<file path="config.mk">
export PLATFORM = sky130hd
export DESIGN_NAME = mcc_seq_ctrl
export DESIGN_NICKNAME = d
export VERILOG_FILES = /design/src/rtl/mcc_pkg.sv /design/src/rtl/mcc_dispatch.sv /design/src/rtl/mcc_step_next.sv /design/src/rtl/mcc_ctrl_decode.sv /design/src/rtl/mcc_seq_ctrl.sv
export SDC_FILE = /design/constraint.sdc
export NUM_CORES = 1
export LEC_CHECK = 0
export BUFFER_PORTS_ARGS = -buffer_cell sky130_fd_sc_hd__buf_4
export CAP_MARGIN = 40
export CORE_MARGIN = 1
export CORE_UTILIZATION = 25
export CTS_CLUSTER_SIZE = 40
export DETAILED_ROUTE_END_ITERATION = 8
export GPL_ROUTABILITY_DRIVEN = 1
export PLACE_DENSITY = 0.53
export REMOVE_ABC_BUFFERS = 1
export SLEW_MARGIN = 20
export SYNTH_ARGS = -nofsm -noshare
export SYNTH_HDL_FRONTEND = slang
export SYNTH_SLANG_ARGS = --single-unit
</file>
<file path="constraint.sdc">
create_clock -name clk -period 3.3 [get_ports clk]
set_input_delay 0.33 -clock clk [delete_from_list [all_inputs] [get_ports clk]]
set_output_delay 0.33 -clock clk [all_outputs]
set_load 0.05 [all_outputs]
</file>
<file path="src/rtl/mcc_pkg.sv">
package mcc_pkg;

    localparam int OPC_W = 6;
    localparam int SEL_W = 2;
    localparam int AOP_W = 2;

    typedef enum logic [3:0] {
        ST_FETCH,
        ST_DECODE,
        ST_BR_DONE,
        ST_R_EXEC,
        ST_R_DONE,
        ST_I_EXEC,
        ST_I_DONE,
        ST_ADDR,
        ST_ST_MEM,
        ST_LD_MEM,
        ST_LD_WB
    } step_e;

    localparam logic [AOP_W-1:0] AOP_ADD  = 2'b00;
    localparam logic [AOP_W-1:0] AOP_SUB  = 2'b01;
    localparam logic [AOP_W-1:0] AOP_FUNC = 2'b10;
    localparam logic [AOP_W-1:0] AOP_OR   = 2'b11;

    localparam logic [SEL_W-1:0] BSEL_FOUR = 2'b00;
    localparam logic [SEL_W-1:0] BSEL_REG  = 2'b01;
    localparam logic [SEL_W-1:0] BSEL_OFS  = 2'b10;
    localparam logic [SEL_W-1:0] BSEL_IMM  = 2'b11;

    typedef struct packed {
        logic              pc_we;
        logic              pc_we_cond;
        logic              ir_we;
        logic              tgt_we;
        logic              mem_we;
        logic              rf_we;
        logic              addr_sel_data;
        logic              pc_src;
        logic              dst_sel_rd;
        logic              wb_sel_mem;
        logic              imm_sign;
        logic              alu_a_sel;
        logic [SEL_W-1:0]  alu_b_sel;
        logic [AOP_W-1:0]  alu_op;
    } ctrl_t;

    typedef struct packed {
        step_e step;
    } seq_t;

endpackage

</file>
<file path="src/rtl/mcc_dispatch.sv">
module mcc_dispatch
    import mcc_pkg::*;
#(
    parameter int                OP_W     = OPC_W,
    parameter logic [OP_W-1:0]   OP_RTYPE = 6'b000000,
    parameter logic [OP_W-1:0]   OP_ORI   = 6'b001101,
    parameter logic [OP_W-1:0]   OP_LOAD  = 6'b100011,
    parameter logic [OP_W-1:0]   OP_STORE = 6'b101011,
    parameter logic [OP_W-1:0]   OP_BEQ   = 6'b000100
) (
    input  logic [OP_W-1:0] opcode,
    output step_e           target_step,
    output logic            is_store
);
    always_comb begin
        target_step = ST_FETCH;
        is_store    = 1'b0;
        if (opcode == OP_LOAD) begin
            target_step = ST_ADDR;
        end else if (opcode == OP_STORE) begin
            target_step = ST_ADDR;
            is_store    = 1'b1;
        end else if (opcode == OP_RTYPE) begin
            target_step = ST_R_EXEC;
        end else if (opcode == OP_ORI) begin
            target_step = ST_I_EXEC;
        end else if (opcode == OP_BEQ) begin
            target_step = ST_BR_DONE;
        end
    end
endmodule

</file>
<file path="src/rtl/mcc_step_next.sv">
module mcc_step_next
    import mcc_pkg::*;
(
    input  seq_t  cur,
    input  step_e dispatch_step,
    input  logic  dispatch_store,
    output seq_t  nxt
);
    always_comb begin
        nxt = cur;
        unique case (cur.step)
            ST_FETCH:   nxt.step = ST_DECODE;
            ST_DECODE:  nxt.step = dispatch_step;
            ST_R_EXEC:  nxt.step = ST_R_DONE;
            ST_I_EXEC:  nxt.step = ST_I_DONE;
            ST_ADDR:    nxt.step = dispatch_store ? ST_ST_MEM : ST_LD_MEM;
            ST_LD_MEM:  nxt.step = ST_LD_WB;
            ST_BR_DONE, ST_R_DONE, ST_I_DONE, ST_ST_MEM, ST_LD_WB:
                        nxt.step = ST_FETCH;
            default:    nxt.step = ST_FETCH;
        endcase
    end
endmodule

</file>
<file path="src/rtl/mcc_ctrl_decode.sv">
module mcc_ctrl_decode
    import mcc_pkg::*;
(
    input  step_e step,
    output ctrl_t ctrl
);
    always_comb begin
        ctrl = '0;
        unique case (step)
            ST_FETCH: begin
                ctrl.pc_we     = 1'b1;
                ctrl.ir_we     = 1'b1;
                ctrl.alu_op    = AOP_ADD;
                ctrl.alu_b_sel = BSEL_FOUR;
            end
            ST_DECODE: begin
                ctrl.tgt_we    = 1'b1;
                ctrl.imm_sign  = 1'b1;
                ctrl.alu_op    = AOP_ADD;
                ctrl.alu_b_sel = BSEL_OFS;
            end
            ST_BR_DONE: begin
                ctrl.pc_we_cond = 1'b1;
                ctrl.pc_src     = 1'b1;
                ctrl.alu_op     = AOP_SUB;
                ctrl.alu_a_sel  = 1'b1;
                ctrl.alu_b_sel  = BSEL_REG;
            end
            ST_R_EXEC, ST_R_DONE: begin
                ctrl.alu_op     = AOP_FUNC;
                ctrl.alu_a_sel  = 1'b1;
                ctrl.alu_b_sel  = BSEL_REG;
                ctrl.dst_sel_rd = 1'b1;
                ctrl.rf_we      = (step == ST_R_DONE);
            end
            ST_I_EXEC, ST_I_DONE: begin
                ctrl.alu_op    = AOP_OR;
                ctrl.alu_a_sel = 1'b1;
                ctrl.alu_b_sel = BSEL_IMM;
                ctrl.rf_we     = (step == ST_I_DONE);
            end
            ST_ADDR, ST_ST_MEM, ST_LD_MEM, ST_LD_WB: begin
                ctrl.alu_op        = AOP_ADD;
                ctrl.alu_a_sel     = 1'b1;
                ctrl.alu_b_sel     = BSEL_IMM;
                ctrl.imm_sign      = 1'b1;
                ctrl.mem_we        = (step == ST_ST_MEM);
                ctrl.addr_sel_data = (step == ST_LD_MEM);
                ctrl.rf_we         = (step == ST_LD_WB);
                ctrl.wb_sel_mem    = (step == ST_LD_WB);
            end
            default: ctrl = '0;
        endcase
    end
endmodule

</file>
<file path="src/rtl/mcc_seq_ctrl.sv">
module mcc_seq_ctrl
    import mcc_pkg::*;
#(
    parameter int              OP_W     = OPC_W,
    parameter logic [OP_W-1:0] OP_RTYPE = 6'b000000,
    parameter logic [OP_W-1:0] OP_ORI   = 6'b001101,
    parameter logic [OP_W-1:0] OP_LOAD  = 6'b100011,
    parameter logic [OP_W-1:0] OP_STORE = 6'b101011,
    parameter logic [OP_W-1:0] OP_BEQ   = 6'b000100
) (
    input  logic             clk,
    input  logic             rst_n,
    input  logic [OP_W-1:0]  opcode,
    output logic             pc_we,
    output logic             pc_we_cond,
    output logic             ir_we,
    output logic             tgt_we,
    output logic             mem_we,
    output logic             rf_we,
    output logic             addr_sel_data,
    output logic             pc_src,
    output logic             dst_sel_rd,
    output logic             wb_sel_mem,
    output logic             imm_sign,
    output logic             alu_a_sel,
    output logic [SEL_W-1:0] alu_b_sel,
    output logic [AOP_W-1:0] alu_op
);
    seq_t  seq_d, seq_q;
    step_e disp_step;
    logic  disp_store;
    ctrl_t ctrl;

    mcc_dispatch #(
        .OP_W(OP_W), .OP_RTYPE(OP_RTYPE), .OP_ORI(OP_ORI),
        .OP_LOAD(OP_LOAD), .OP_STORE(OP_STORE), .OP_BEQ(OP_BEQ)
    ) u_dispatch (
        .opcode      (opcode),
        .target_step (disp_step),
        .is_store    (disp_store)
    );

    mcc_step_next u_next (
        .cur            (seq_q),
        .dispatch_step  (disp_step),
        .dispatch_store (disp_store),
        .nxt            (seq_d)
    );

    always_ff @(posedge clk or negedge rst_n) begin
        if (!rst_n) seq_q <= '{step: ST_FETCH};
        else        seq_q <= seq_d;
    end

    mcc_ctrl_decode u_decode (
        .step (seq_q.step),
        .ctrl (ctrl)
    );

    assign pc_we         = ctrl.pc_we;
    assign pc_we_cond    = ctrl.pc_we_cond;
    assign ir_we         = ctrl.ir_we;
    assign tgt_we        = ctrl.tgt_we;
    assign mem_we        = ctrl.mem_we;
    assign rf_we         = ctrl.rf_we;
    assign addr_sel_data = ctrl.addr_sel_data;
    assign pc_src        = ctrl.pc_src;
    assign dst_sel_rd    = ctrl.dst_sel_rd;
    assign wb_sel_mem    = ctrl.wb_sel_mem;
    assign imm_sign      = ctrl.imm_sign;
    assign alu_a_sel     = ctrl.alu_a_sel;
    assign alu_b_sel     = ctrl.alu_b_sel;
    assign alu_op        = ctrl.alu_op;

    logic op_known;
    assign op_known = (opcode == OP_RTYPE) || (opcode == OP_ORI) ||
                      (opcode == OP_LOAD)  || (opcode == OP_STORE) ||
                      (opcode == OP_BEQ);

    // store write enable follows a cycle with identical address selects
    p_store_after_addr_r8: assert property (@(posedge clk) disable iff (!rst_n)
        mem_we |-> ($past(alu_b_sel) == BSEL_IMM && $past(imm_sign) &&
                    $past(alu_a_sel) && !$past(mem_we)));

    // memory write-back is preceded by the data-memory read step
    p_load_wb_r9: assert property (@(posedge clk) disable iff (!rst_n)
        wb_sel_mem |-> $past(addr_sel_data));

    // register-type finish preceded by execute with same selects
    p_rfinish_r6: assert property (@(posedge clk) disable iff (!rst_n)
        (rf_we && dst_sel_rd) |-> ($past(alu_op) == AOP_FUNC && !$past(rf_we)));

    // terminal steps return to fetch
    p_term_to_fetch_r10: assert property (@(posedge clk) disable iff (!rst_n)
        (pc_we_cond || mem_we || rf_we) |=> (ir_we && pc_we));

    // unknown opcode in decode returns to fetch
    p_unknown_op_r11: assert property (@(posedge clk) disable iff (!rst_n)
        (seq_q.step == ST_DECODE && !op_known) |=> seq_q.step == ST_FETCH);

    // decode always follows fetch
    p_fetch_to_decode_r3: assert property (@(posedge clk) disable iff (!rst_n)
        ir_we |=> tgt_we);

    // at most one state write per step
    p_one_write_r12: assert property (@(posedge clk) disable iff (!rst_n)
        $onehot0({pc_we, pc_we_cond, tgt_we, mem_we, rf_we}));

endmodule

</file>
# After elaboration in Yosys (flattened, before gate mapping)
# Cells that the tools add are included.
# Widths: inputs -> output; s select.
# classes
add_sub_neg,0
multipliers,0
div,0
n_lt_le_gt_ge,0
n_eq_ne,14
n_shift,0
muxes,20
bitwise,0
n_reduce_logical,7
# op_table
cell,n
$pmux 4 s6,1
$pmux 4 s5,1
$eq 4x3->1 const B,4
$mux 4,4
$eq 4x4->1 const B,3
$eq 6x6->1 const B,2
$mux 1,12
$reduce_or 9->1,1
$eq 4x2->1 const B,2
$eq 6x3->1 const B,1
$eq 6x4->1 const B,1
$logic_not 6->1,1
$reduce_or 5->1,1
$eq 4x1->1 const B,1
$logic_not 4->1,1
$reduce_or 2->1,2
$reduce_or 4->1,1
$pmux 1 s3,1
$mux 2,1
# totals
register_bits,4
latch_bits,0
ramBits,0
mem_bits_ro,0
out_inout_bits,16
elab_cells,42
n_memories,0

# Longest topological paths before layout
# logic_depth
word_depth,7
mapped_depth,5
ltp_nobuf,3

# By module
# Synthesis repeated with hierarchy kept, for this count alone.
# unflattened
cells_unflattened,69
area_unflattened_um2,496.7
# by_module_without_submodules
mod,instances,cells_per_inst,area_each_um2,seq_area_each_um2
mcc_ctrl_decode,1,37,235.2,0.0
mcc_seq_ctrl,1,4,100.1,100.1
mcc_dispatch,1,15,90.1,0.0
mcc_step_next,1,13,71.3,0.0

# Least setup slack after synthesis
# No wires, ideal clock.
# synth_timing
kind,register to output
startpoint,register seq_q[3] (netlist bit)
endpoint,output port pc_we
arrival_ns,2.744
path_slack_ns,0.226
stages_incl_launch_ff,5
path_buffers,3
path_cell_list,dfrtp_1 > buf_2 > buf_2 > nor4_1 > buf_4
# synth_via
elab_chain_cells,2
# synth_rtl
item,line_no,rtl
start: declaration,mcc_seq_ctrl.sv:29,"seq_t seq_d, seq_q;"
start signal: assignment,mcc_seq_ctrl.sv:51,if (!rst_n) seq_q <= '{step: ST_FETCH};
start signal: assignment,mcc_seq_ctrl.sv:52,else seq_q <= seq_d;
$logic_not 4->1,--,
$mux 1,--,
end: declaration,mcc_seq_ctrl.sv:14,"output logic pc_we,"
# No other way between the ends.

# Final worst setup path
# layout_timing
startpoint,register seq_q[3] (netlist bit)
endpoint,output port alu_b_sel[0]
# layout_via
elab_chain_cells,3
# layout_rtl
item,line_no,rtl
"$eq 4x3->1, or another cell as far along",mcc_ctrl_decode.sv:9,unique case (step)
"$reduce_or 4->1, or another cell as far along",--,
$pmux 4 s5 (*),mcc_ctrl_decode.sv:9,
end: declaration,mcc_seq_ctrl.sv:26,"output logic [SEL_W-1:0] alu_b_sel,"
# Every way passes the cells marked *; elsewhere a longest branch is shown, timed or not.

==> out/metrics.yaml <==
slew_headroom: 0.546
fillers: 205
syn_area_um2: 484
regMostFlops: "seq_q"
placed_cells_incl_taps: 104
p_leak_nw: 0.298
fin_crit_sh: 0.617
period_minus_slack_ps: 2040
rsz0062_at_grt: "false"
diodes: 0
pin_count: 24
largest_register_ffs: 4
synth-seq-cells: 4
die_w_um: 46.0
hpwl_um: 888
drt.antenna.violating_nets: 0
cts.path.max_buffers: 2
grt_max_degree: 21
syn_to_final_growth_pct: 39.5
postCtsResizedCells: 0
timing.fmax_ghz: 0.491
antenna_found_initial: 0
wl_per_cell_um: 11.2
die_area_mm2: 0.00212
rows: 15
drive_above_1_share: 0.386
irDropWorstVdd_uv: 518
worstPathMaxFanout: 20
hold_path_class: "in2async"
drt_first_pass_iters: 4
viasPerCell: 4.77
crit_type: "reg2out"
initial_core_util: 0.274
clockRootBuffer: "clkbuf_4"
syn_avg_cell_area_um2: 7.57
final_core_util: 0.383
drc_errors: 0
cts_buffers: 3
slew_viol_final: 0
dr.first_iter.drc_count: 10
synthCells: 64
status: "finished, final reports clean"
ys_seq_area_frac: 0.207
hold_viol_final: 0
top_regs: "seq_q (4)"
cts_tree: "done"
ctsHtreeMaxLevel: 1
cp-start-kind: "register"
gr-total-overflow: 0
yosys_warnings: 0
fp.coreArea_mm2: 0.00176
drt_wl_total_um: 1210
grt_pass1_wl_um: 1930
final-instance-count-excl-fill: 108
dieHeight_um: 46.0
finalNetCount: 93
cp-end-kind: "primary output"
cts_sinks: 4
port_buffers: 23
required_ps: 2970
insertion_delay_ps: 230
clk_pin_slew_ps: 40
grt_pass1_vias: 421
final.setup_skew_ps: 1.70
num_vias: 515
setup_viol: 0
worst_slew_pin_slew_ps: 681
synth_cell_types: 26
grt.total_usage: 0.130
cap_violations: 0
place.gp.congestion: 0.699
critical_path_arrival_ps: 1710
p_per_area_mw_per_mm2: 977
## final timing paths
kind,startpoint,to,slack (ps),cells after the start
max,seq_q[3],alu_b_sel[0],1260,3
max reg2reg,seq_q[3],seq_q[0],1850,2
min,rst_n,seq_q[0],430,2
min reg2reg,seq_q[0],seq_q[3],790,2
max in group asynchronous,rst_n,seq_q[2],2770,2
min in group clk,opcode[4],seq_q[2],480,4
## through the flow
step / setup TNS (ps) / power [W] / hold slack [ps] / worst slack, ps / cell area (um^2)
final: 0 / 0.000660 / 431 / 1260 / 676
after global routing: 0 / 0.000705 / 441 / 1180 / 676
after CTS: 0 / 0.000669 / 418 / 1270 / 676
after detailed placement: 0 / 0.000605 / 129 / 1540 / 643
after global placement: 0 / 0.000607 / 125 / 1560 / 643
after floorplan: -1100 / 0.000460 / 34.4 / -549 / 439
## cell families after synthesis
logic type | Yosys count | synth area share
flops | 4 | 0.207
compound gates | 15 | 0.240
buf+inv | 9 | 0.101
simple gates | 34 | 0.413
mux | 1 | 0.0207
xor+xnor | 1 | 0.0181
## placed cells by master (no fill, tap or decap)
master / count
nor2b_1: 2
and3b_1: 1
nand2_1: 3
nor4_1: 1
o211ai_1: 2
nor3b_1: 2
clkbuf_4: 3
o21ai_1: 3
nand2b_1: 3
xnor2_1: 1
nor2b_2: 1
nor2_1: 9
nand4b_1: 1
dlygate4sd3_1: 1
nor4_2: 1
a2111oi_2: 3
dfrtp_1: 4
or3_1: 1
mux2i_1: 1
nor3_1: 4
o21a_1: 1
a21oi_1: 5
and4bb_1: 1
inv_1: 1
and2_1: 4
a31o_2: 1
buf_4: 23
## area by class of cell
cell class	count	area, um^2	area share
clock buffer	3	22.5	0.0333
inverter	1	3.75	0.00556
multi-input combinational	51	335	0.496
sequential	4	100	0.148
tap	25	31.3	0.0463
timing repair buffer	24	183	0.270
## layer usage
layer | vias to the layer above | global-route usage | routed length (um)
li1 | 267 | - | -
met1 | 231 | 0.189 | 607
met2 | 17 | 0.169 | 526
met3 | 0 | 0.0595 | 70
met4 | 0 | 0.0353 | 0
met5 | - | 0 | 0
## critical path, stage by stage, from the launching register on
cell and delay [ps]:
dfrtp_1 620, or3_1 500, and2_1 170, buf_4 180
## Yosys cell counts
library cell,count,share of area
nor2_1,9,0.070
buf_2,6,0.062
a21oi_1,5,0.052
and2_1,4,0.052
dfrtp_1,4,0.21
nor3_1,4,0.041
a2111oi_2,3,0.093
nand2_1,3,0.023
nand2b_1,3,0.039
o21ai_1,3,0.031
buf_4,2,0.031
nor2b_1,2,0.026
nor3b_1,2,0.031
o211ai_1,2,0.031
a31o_2,1,0.018
and3b_1,1,0.018
and4bb_1,1,0.026
inv_1,1,0.0077
mux2i_1,1,0.021
nand4b_1,1,0.018
nor2b_2,1,0.018
nor4_1,1,0.013
nor4_2,1,0.026
o21a_1,1,0.016
or3_1,1,0.013
xnor2_1,1,0.018
## power breakdown
| group | switching [W] | leakage [nW] | internal (W) |
|---|---|---|---|
| logic | 0.000341 | 0.231 | 0.000153 |
| clock network | 0.0000192 | 0.0138 | 0.0000406 |
| registers | 0.0000447 | 0.0531 | 0.0000610 |
| total | 0.000405 | 0.298 | 0.000255 |
## repair_timing
action,in CTS,in global routing
hold endpoints to repair,4,0
hold buffers,1,0
buffers inserted,0,0
No activity file was read; power rests on OpenSTA's default activity.
